File: src/rtl/trb_pkg.sv
package trb_pkg;
  localparam int unsigned REG_AW = 7;
  localparam logic [REG_AW-1:0] A_IDENT = 7'd0;
  localparam logic [REG_AW-1:0] A_DEPTH = 7'd1;
  localparam logic [REG_AW-1:0] A_WIDTH = 7'd2;
  localparam logic [REG_AW-1:0] A_STAT  = 7'd3;
  localparam logic [REG_AW-1:0] A_DATA  = 7'd4;
  localparam logic [REG_AW-1:0] A_RPTR  = 7'd5;
  localparam logic [REG_AW-1:0] A_WPTR  = 7'd6;
  localparam logic [REG_AW-1:0] A_TCNT  = 7'd7;
  localparam logic [REG_AW-1:0] A_CTRL  = 7'd8;

  typedef struct packed {
    logic fmt_empty;
    logic done;
    logic trig_seen;
    logic full;
  } stat_t;
endpackage

File: src/rtl/trb_ptr.sv
module trb_ptr #(
  parameter int unsigned DEPTH = 64,
  localparam int unsigned PW = (DEPTH > 1) ? $clog2(DEPTH) : 1
) (
  input  logic          clk_i,
  input  logic          rst_ni,
  input  logic          load_i,
  input  logic [PW-1:0] load_val_i,
  input  logic          step_i,
  output logic [PW-1:0] ptr_o,
  output logic          last_o
);
  assign last_o = (ptr_o == PW'(DEPTH - 1));

  always_ff @(posedge clk_i or negedge rst_ni) begin
    if (!rst_ni)      ptr_o <= '0;
    else if (load_i)  ptr_o <= load_val_i;
    else if (step_i)  ptr_o <= last_o ? '0 : ptr_o + PW'(1);
  end
endmodule

File: src/rtl/trb_store.sv
module trb_store #(
  parameter int unsigned DEPTH = 64,
  parameter int unsigned WIDTH = 24,
  localparam int unsigned PW = (DEPTH > 1) ? $clog2(DEPTH) : 1
) (
  input  logic             clk_i,
  input  logic             we_i,
  input  logic [PW-1:0]    waddr_i,
  input  logic [WIDTH-1:0] wdata_i,
  input  logic [PW-1:0]    raddr_i,
  output logic [WIDTH-1:0] rdata_o
);
  logic [WIDTH-1:0] mem_q [DEPTH];

  always_ff @(posedge clk_i) begin
    if (we_i) mem_q[waddr_i] <= wdata_i;
  end

  assign rdata_o = mem_q[raddr_i];
endmodule

File: src/rtl/trb_acq.sv
module trb_acq (
  input  logic        clk_i,
  input  logic        rst_ni,
  input  logic        ctrl_we_i,
  input  logic [1:0]  ctrl_wdata_i,
  input  logic        tcnt_we_i,
  input  logic [31:0] tcnt_wdata_i,
  input  logic        cap_valid_i,
  input  logic        trig_i,
  input  logic        wp_last_i,
  output logic        accept_o,
  output logic        en_o,
  output logic        demux_o,
  output logic        trig_seen_o,
  output logic        done_o,
  output logic        full_o,
  output logic [31:0] tcnt_o
);
  logic en_rise, live, armed;

  assign en_rise  = ctrl_we_i && ctrl_wdata_i[0] && !en_o;
  assign live     = en_o && !done_o;
  assign accept_o = live && cap_valid_i;
  // words stored in the trigger cycle already count
  assign armed    = trig_seen_o || trig_i;

  always_ff @(posedge clk_i or negedge rst_ni) begin
    if (!rst_ni) begin
      en_o    <= 1'b0;
      demux_o <= 1'b0;
    end else if (ctrl_we_i) begin
      en_o    <= ctrl_wdata_i[0];
      demux_o <= ctrl_wdata_i[1];
    end
  end

  always_ff @(posedge clk_i or negedge rst_ni) begin
    if (!rst_ni) begin
      trig_seen_o <= 1'b0;
      done_o      <= 1'b0;
      full_o      <= 1'b0;
    end else if (en_rise) begin
      trig_seen_o <= 1'b0;
      done_o      <= 1'b0;
      full_o      <= 1'b0;
    end else begin
      if (live && trig_i)                 trig_seen_o <= 1'b1;
      if (accept_o && wp_last_i)          full_o      <= 1'b1;
      if (accept_o && armed && tcnt_o <= 32'd1) done_o <= 1'b1;
    end
  end

  always_ff @(posedge clk_i or negedge rst_ni) begin
    if (!rst_ni)                                    tcnt_o <= '0;
    else if (tcnt_we_i)                             tcnt_o <= tcnt_wdata_i;
    else if (accept_o && armed && tcnt_o != 32'd0)  tcnt_o <= tcnt_o - 32'd1;
  end
endmodule

File: src/rtl/trace_ring_buf.sv
module trace_ring_buf #(
  parameter int unsigned DEPTH  = 64,
  parameter int unsigned WIDTH  = 24,
  parameter logic [31:0] ID_VAL = 32'h7B10_0A01,
  localparam int unsigned PW = (DEPTH > 1) ? $clog2(DEPTH) : 1
) (
  input  logic             clk_i,
  input  logic             rst_ni,
  input  logic             cap_valid_i,
  input  logic [WIDTH-1:0] cap_data_i,
  input  logic             trig_i,
  input  logic             fmt_empty_i,
  input  logic             reg_req_i,
  input  logic             reg_we_i,
  input  logic [6:0]       reg_addr_i,
  input  logic [31:0]      reg_wdata_i,
  output logic [31:0]      reg_rdata_o,
  output logic             demux_o,
  output logic             capturing_o
);
  import trb_pkg::*;

  logic wr_acc, rd_acc;
  logic ctrl_we, tcnt_we, wp_we, rp_we, data_rd;
  logic accept, en, trig_seen, done, full, fmt_q;
  logic wp_last, rp_last;
  logic [PW-1:0] wr_ptr, rd_ptr;
  logic [WIDTH-1:0] ram_rdata;
  logic [31:0] tcnt, rd_mux;
  stat_t stat;

  assign wr_acc  = reg_req_i && reg_we_i;
  assign rd_acc  = reg_req_i && !reg_we_i;
  assign ctrl_we = wr_acc && (reg_addr_i == A_CTRL);
  assign tcnt_we = wr_acc && (reg_addr_i == A_TCNT);
  assign wp_we   = wr_acc && (reg_addr_i == A_WPTR);
  assign rp_we   = wr_acc && (reg_addr_i == A_RPTR);
  assign data_rd = rd_acc && (reg_addr_i == A_DATA);

  trb_acq u_acq (
    .clk_i        (clk_i),
    .rst_ni       (rst_ni),
    .ctrl_we_i    (ctrl_we),
    .ctrl_wdata_i (reg_wdata_i[1:0]),
    .tcnt_we_i    (tcnt_we),
    .tcnt_wdata_i (reg_wdata_i),
    .cap_valid_i  (cap_valid_i),
    .trig_i       (trig_i),
    .wp_last_i    (wp_last),
    .accept_o     (accept),
    .en_o         (en),
    .demux_o      (demux_o),
    .trig_seen_o  (trig_seen),
    .done_o       (done),
    .full_o       (full),
    .tcnt_o       (tcnt)
  );

  trb_ptr #(.DEPTH(DEPTH)) u_wptr (
    .clk_i      (clk_i),
    .rst_ni     (rst_ni),
    .load_i     (wp_we),
    .load_val_i (reg_wdata_i[PW-1:0]),
    .step_i     (accept),
    .ptr_o      (wr_ptr),
    .last_o     (wp_last)
  );

  trb_ptr #(.DEPTH(DEPTH)) u_rptr (
    .clk_i      (clk_i),
    .rst_ni     (rst_ni),
    .load_i     (rp_we),
    .load_val_i (reg_wdata_i[PW-1:0]),
    .step_i     (data_rd),
    .ptr_o      (rd_ptr),
    .last_o     (rp_last)
  );

  trb_store #(.DEPTH(DEPTH), .WIDTH(WIDTH)) u_ram (
    .clk_i   (clk_i),
    .we_i    (accept),
    .waddr_i (wr_ptr),
    .wdata_i (cap_data_i),
    .raddr_i (rd_ptr),
    .rdata_o (ram_rdata)
  );

  always_ff @(posedge clk_i or negedge rst_ni) begin
    if (!rst_ni) fmt_q <= 1'b0;
    else         fmt_q <= fmt_empty_i;
  end

  assign stat = '{fmt_empty: fmt_q, done: done, trig_seen: trig_seen, full: full};
  assign capturing_o = en && !done;

  always_comb begin
    unique case (reg_addr_i)
      A_IDENT: rd_mux = ID_VAL;
      A_DEPTH: rd_mux = 32'(DEPTH);
      A_WIDTH: rd_mux = 32'(WIDTH);
      A_STAT:  rd_mux = {28'd0, stat};
      A_DATA:  rd_mux = 32'(ram_rdata);
      A_RPTR:  rd_mux = 32'(rd_ptr);
      A_WPTR:  rd_mux = 32'(wr_ptr);
      A_TCNT:  rd_mux = tcnt;
      A_CTRL:  rd_mux = {30'd0, demux_o, en};
      default: rd_mux = 32'd0;
    endcase
  end

  always_ff @(posedge clk_i or negedge rst_ni) begin
    if (!rst_ni)     reg_rdata_o <= '0;
    else if (rd_acc) reg_rdata_o <= rd_mux;
  end

  logic unused_ok;
  assign unused_ok = rp_last;
endmodule

File: config.mk
export PLATFORM = sky130hd
export DESIGN_NAME = trace_ring_buf
export DESIGN_NICKNAME = d
export VERILOG_FILES = /design/src/rtl/trb_pkg.sv /design/src/rtl/trb_ptr.sv /design/src/rtl/trb_store.sv /design/src/rtl/trb_acq.sv /design/src/rtl/trace_ring_buf.sv
export SDC_FILE = /design/constraint.sdc
export NUM_CORES = 2
export LEC_CHECK = 0
export ABC_AREA = 1
export BUFFER_PORTS_ARGS = -buffer_cell sky130_fd_sc_hd__buf_2
export CAP_MARGIN = 0
export CORE_MARGIN = 2
export CORE_UTILIZATION = 24
export CTS_CLUSTER_SIZE = 40
export DETAILED_ROUTE_END_ITERATION = 8
export GPL_TIMING_DRIVEN = 1
export HOLD_SLACK_MARGIN = 0.08
export SYNTH_ARGS = -nofsm -noshare
export SYNTH_HDL_FRONTEND = slang
export SYNTH_SLANG_ARGS = --single-unit
File: constraint.sdc
create_clock -name clk_i -period 3.2 [get_ports clk_i]
set_input_delay 0.64 -clock clk_i [delete_from_list [all_inputs] [get_ports clk_i]]
set_output_delay 0.64 -clock clk_i [all_outputs]
set_load 0.005 [all_outputs]
==> impl_metrics.env <==
export IMPL_status="finished clean"
export IMPL_slowest_delay_ns=0.44
export IMPL_crit_cells=11
export IMPL_root_buffer="clkbuf_16"
export IMPL_critPathKind="reg -> reg"
export IMPL_portBuffers=103
export IMPL_final_common_cell="edfxtp_1"
export IMPL_drt_pass1_iterations=6
export IMPL_internal_power_w=0.03584
export IMPL_yosys_most_used_dff="edfxtp_1"
export IMPL_r2r_cells=11
export IMPL_ant_nets=0
export IMPL_fmax_mhz=345.2
export IMPL_syn_area_per_cell_sq_um=11.38
export IMPL_place_area_sq_um=73500
export IMPL_pwr_share_comb_pct=13.4
export IMPL_startpoint_type="register"
export IMPL_grt_max_degree=97
export IMPL_cp_endpoint="reg_rdata_o[23]"
export IMPL_worstPathArrival_ns=3.63
export IMPL_max_slew_margin_rel_pct=18.94
export IMPL_ys_ff_latch=1618
export IMPL_synth_edff_count=1536
export IMPL_reg2reg_slack_ns=0.30
export IMPL_switching_share_pct=26.57
export IMPL_grt_pass1_wl_um=294000
export IMPL_start_util_pct=24.16
export IMPL_syn_inst=5945
export IMPL_power_switching_w=0.01297
export IMPL_crit_start="u_rptr.ptr_o[1]"
export IMPL_critPathCaptureType="register"
export IMPL_critPathSlowestCell="dfrtp_4"
export IMPL_synthDistinctLibCells=41
export IMPL_cp_required_ns=3.94
export IMPL_nNetsFinal=6169
export IMPL_final_area_sq_um=78960
export IMPL_ir_worst_vdd_mv=0.4643
export IMPL_worst_pin_slew_ns=1.216
export IMPL_crit_fanout=62
export IMPL_synth_async_sr_flop_share_pct=5.068
export IMPL_wire_per_inst_um=20.25
export IMPL_most_common_layout_cells="1536 x edfxtp_1, 1290 x nand2_1, 640 x nand3_1, 582 x nor2_1, 516 x o21ai_0"
export IMPL_setup_tns_final_ns=0
export IMPL_vias=46330
export IMPL_syn_cell_area_sq_um=67630
export IMPL_pwr_share_seq_pct=47.8
export IMPL_setup_violations=0
export IMPL_hpwl_um=114800
export IMPL_pwr_share_clk_pct=38.8
export IMPL_finalCritPeriodShare_pct=90.52
export IMPL_grt_pass1_vias=44460
export IMPL_worstHoldPathType="in -> reg"
export IMPL_fin_worst_skew_ns=0.03144
export IMPL_grt_util_all_layers_pct=13.64
export IMPL_crit_family="simple AND/OR/NAND/NOR gates"
export IMPL_seq_area_frac_synth_pct=71.24
export IMPL_rr_endpoint="reg_rdata_o[23]"
export IMPL_rows=194
export IMPL_syn_nets=6020
export IMPL_power_per_cell_area_nw_per_um2=618.1
export IMPL_clock_path_buffers=3
export IMPL_r2r_start="u_rptr.ptr_o[1]"
export IMPL_die_h_um=534.8
export IMPL_htree_levels=4
export IMPL_post_cts_buffers=0
export IMPL_synth_warnings=0
export IMPL_area_growth_pct=16.76
export IMPL_rsz0062_at_grt="false"
export IMPL_antenna_found_initial=16
export IMPL_crit_chain="buf_4, buf_12, buf_12, o21ai_0, o22ai_1, nand2_1, nand3_1, nand3_1, nand3_1, nand3_1, nand2_1"
export IMPL_coreArea_sq_um=279900
export IMPL_clkTransAtPathRegs_ns=0.06
export IMPL_maxSlewViolCount=0
export IMPL_min_period_ns=2.897
export IMPL_drive_above_1_share_pct=11.29
export IMPL_cts_tree="built"
export IMPL_vias_per_cell=4.649
export IMPL_cts_hold_buf=15
export IMPL_maxCapViolations=0
export IMPL_drc=0
export IMPL_nFillCells=28440
export IMPL_path_common_cell="nand3_1"
export IMPL_cts_resized=0
export IMPL_cts_sinks=1618
export IMPL_pin_count=104
export IMPL_cts_buffers=171
export IMPL_p_leak_nw=28.29
export IMPL_crit_buf_inv=3
export IMPL_drt_wl_total_um=201800
export IMPL_finalHoldViolCount=0
export IMPL_clk_latency_ns=0.81
export IMPL_grt_overflow=0
export IMPL_die_x_um=534.8
export IMPL_drt_iter0_markers=4781
export IMPL_gp_congestion=0.8806
export IMPL_dieArea_sq_um=286000
worst min path at each step:
stage	depth (start not counted)	slack (ns)	endpoint	startpoint
final	5	0.14	u_acq.tcnt_o[10]	reg_wdata_i[10]
after global placement	2	0.46	reg_rdata_o[4]	reg_rdata_o[4]
after global routing	3	0.13	u_acq.tcnt_o[2]	reg_wdata_i[2]
after CTS	5	0.08	u_acq.tcnt_o[10]	reg_wdata_i[10]
after floorplan	0	0.34	fmt_q	rst_ni
after detailed placement	2	0.47	reg_rdata_o[25]	reg_rdata_o[25]
metrics by stage:
stage	worst slack (ns)	cells	power [W]	hold slack (ns)	util [%]
6_report	0.3035	9965	0.04880	0.1415	28.21
5_1_grt	0.2289	9960	0.05042	0.1276	28.21
4_1_cts	0.4068	9959	0.04901	0.08431	28.21
3_5_place_dp	0.3969	9630	0.03020	0.4687	26.26
3_3_place_gp	0.3877	9630	0.03013	0.4627	26.26
2_1_floorplan	0.3230	5945	0.02760	0.3444	-
final cells by class:
class,instances,area [sq um],share of cell area (%)
Antenna cell,6,15.01,0.01901
Clock buffer,228,4546,5.757
Clock inverter,86,752.0,0.9523
Inverter,417,1597,2.022
Multi-Input combinational cell,3556,16280,20.62
Sequential cell,1618,48190,61.03
Tap cell,3724,4659,5.901
Timing Repair Buffer,330,2923,3.702
worst min-delay path, delay by kind of cell:
| family | cells | cell delay (ns) |
|---|---|---|
| buffers and inverters | 1 | 0.08 |
| AOI/OAI and AO/OA | 1 | 0.06 |
| and+or+nand+nor | 3 | 0.14 |
flip-flops by register name, summed over array words and instances, names as in the netlist:
signal             flops
fmt_q                  1
reg_rdata_o           32
u_acq.demux_o          1
u_acq.done_o           1
u_acq.en_o             1
u_acq.full_o           1
u_acq.tcnt_o          32
u_acq.trig_seen_o      1
u_ram.mem_q         1536
u_rptr.ptr_o           6
u_wptr.ptr_o           6
cell families (layout without fill, tap and decap cells):
| logic type | Yosys count | in the layout | share of synthesized area (%) |
|---|---|---|---|
| xor+xnor | 18 | 18 | 0.2331 |
| buf+inv | 771 | 1061 | 4.927 |
| flops | 1618 | 1618 | 71.24 |
| simple gates | 2693 | 2693 | 16.61 |
| compound gates | 840 | 840 | 6.903 |
| other cells | 0 | 6 | 0 |
| fa+ha+maj | 5 | 5 | 0.09251 |
power groups by stage:
stage	Sequential (W)	Clock, W	Combinational [W]
6_report	0.0233	0.0190	0.00655
5_1_grt	0.0233	0.0200	0.00713
4_1_cts	0.0233	0.0192	0.00649
3_5_place_dp	0.0237	0	0.00646
3_3_place_gp	0.0237	0	0.00639
2_1_floorplan	0.0237	0	0.00390
metal layers:
layer	vias to the layer above	track usage [%]	routed length (um)
met5	-	0	76
met4	12	5.316	7443
met3	380	2.582	17140
met2	1977	21.96	93660
met1	22960	18.10	83470
li1	21000	-	-
synthesized netlist by cell type, types with 21 or more instances:
master    instances  area (sq um)
buf_1            50         187.7
buf_2            84         420.4
o21ai_1          31         155.2
buf_6            21         236.5
nor2_1          646          2425
o21ai_0         516          2582
or2_2            69         431.7
o22ai_1         202          1264
edfxtp_1       1536         46120
nand2_1        1290          4842
dfrtp_1          82          2052
o211ai_1         60         450.4
buf_4            40         300.3
nand3_1         640          3203
inv_1           408          1531
clkbuf_1        157         589.3
No activity file was read; power rests on OpenSTA's default activity.
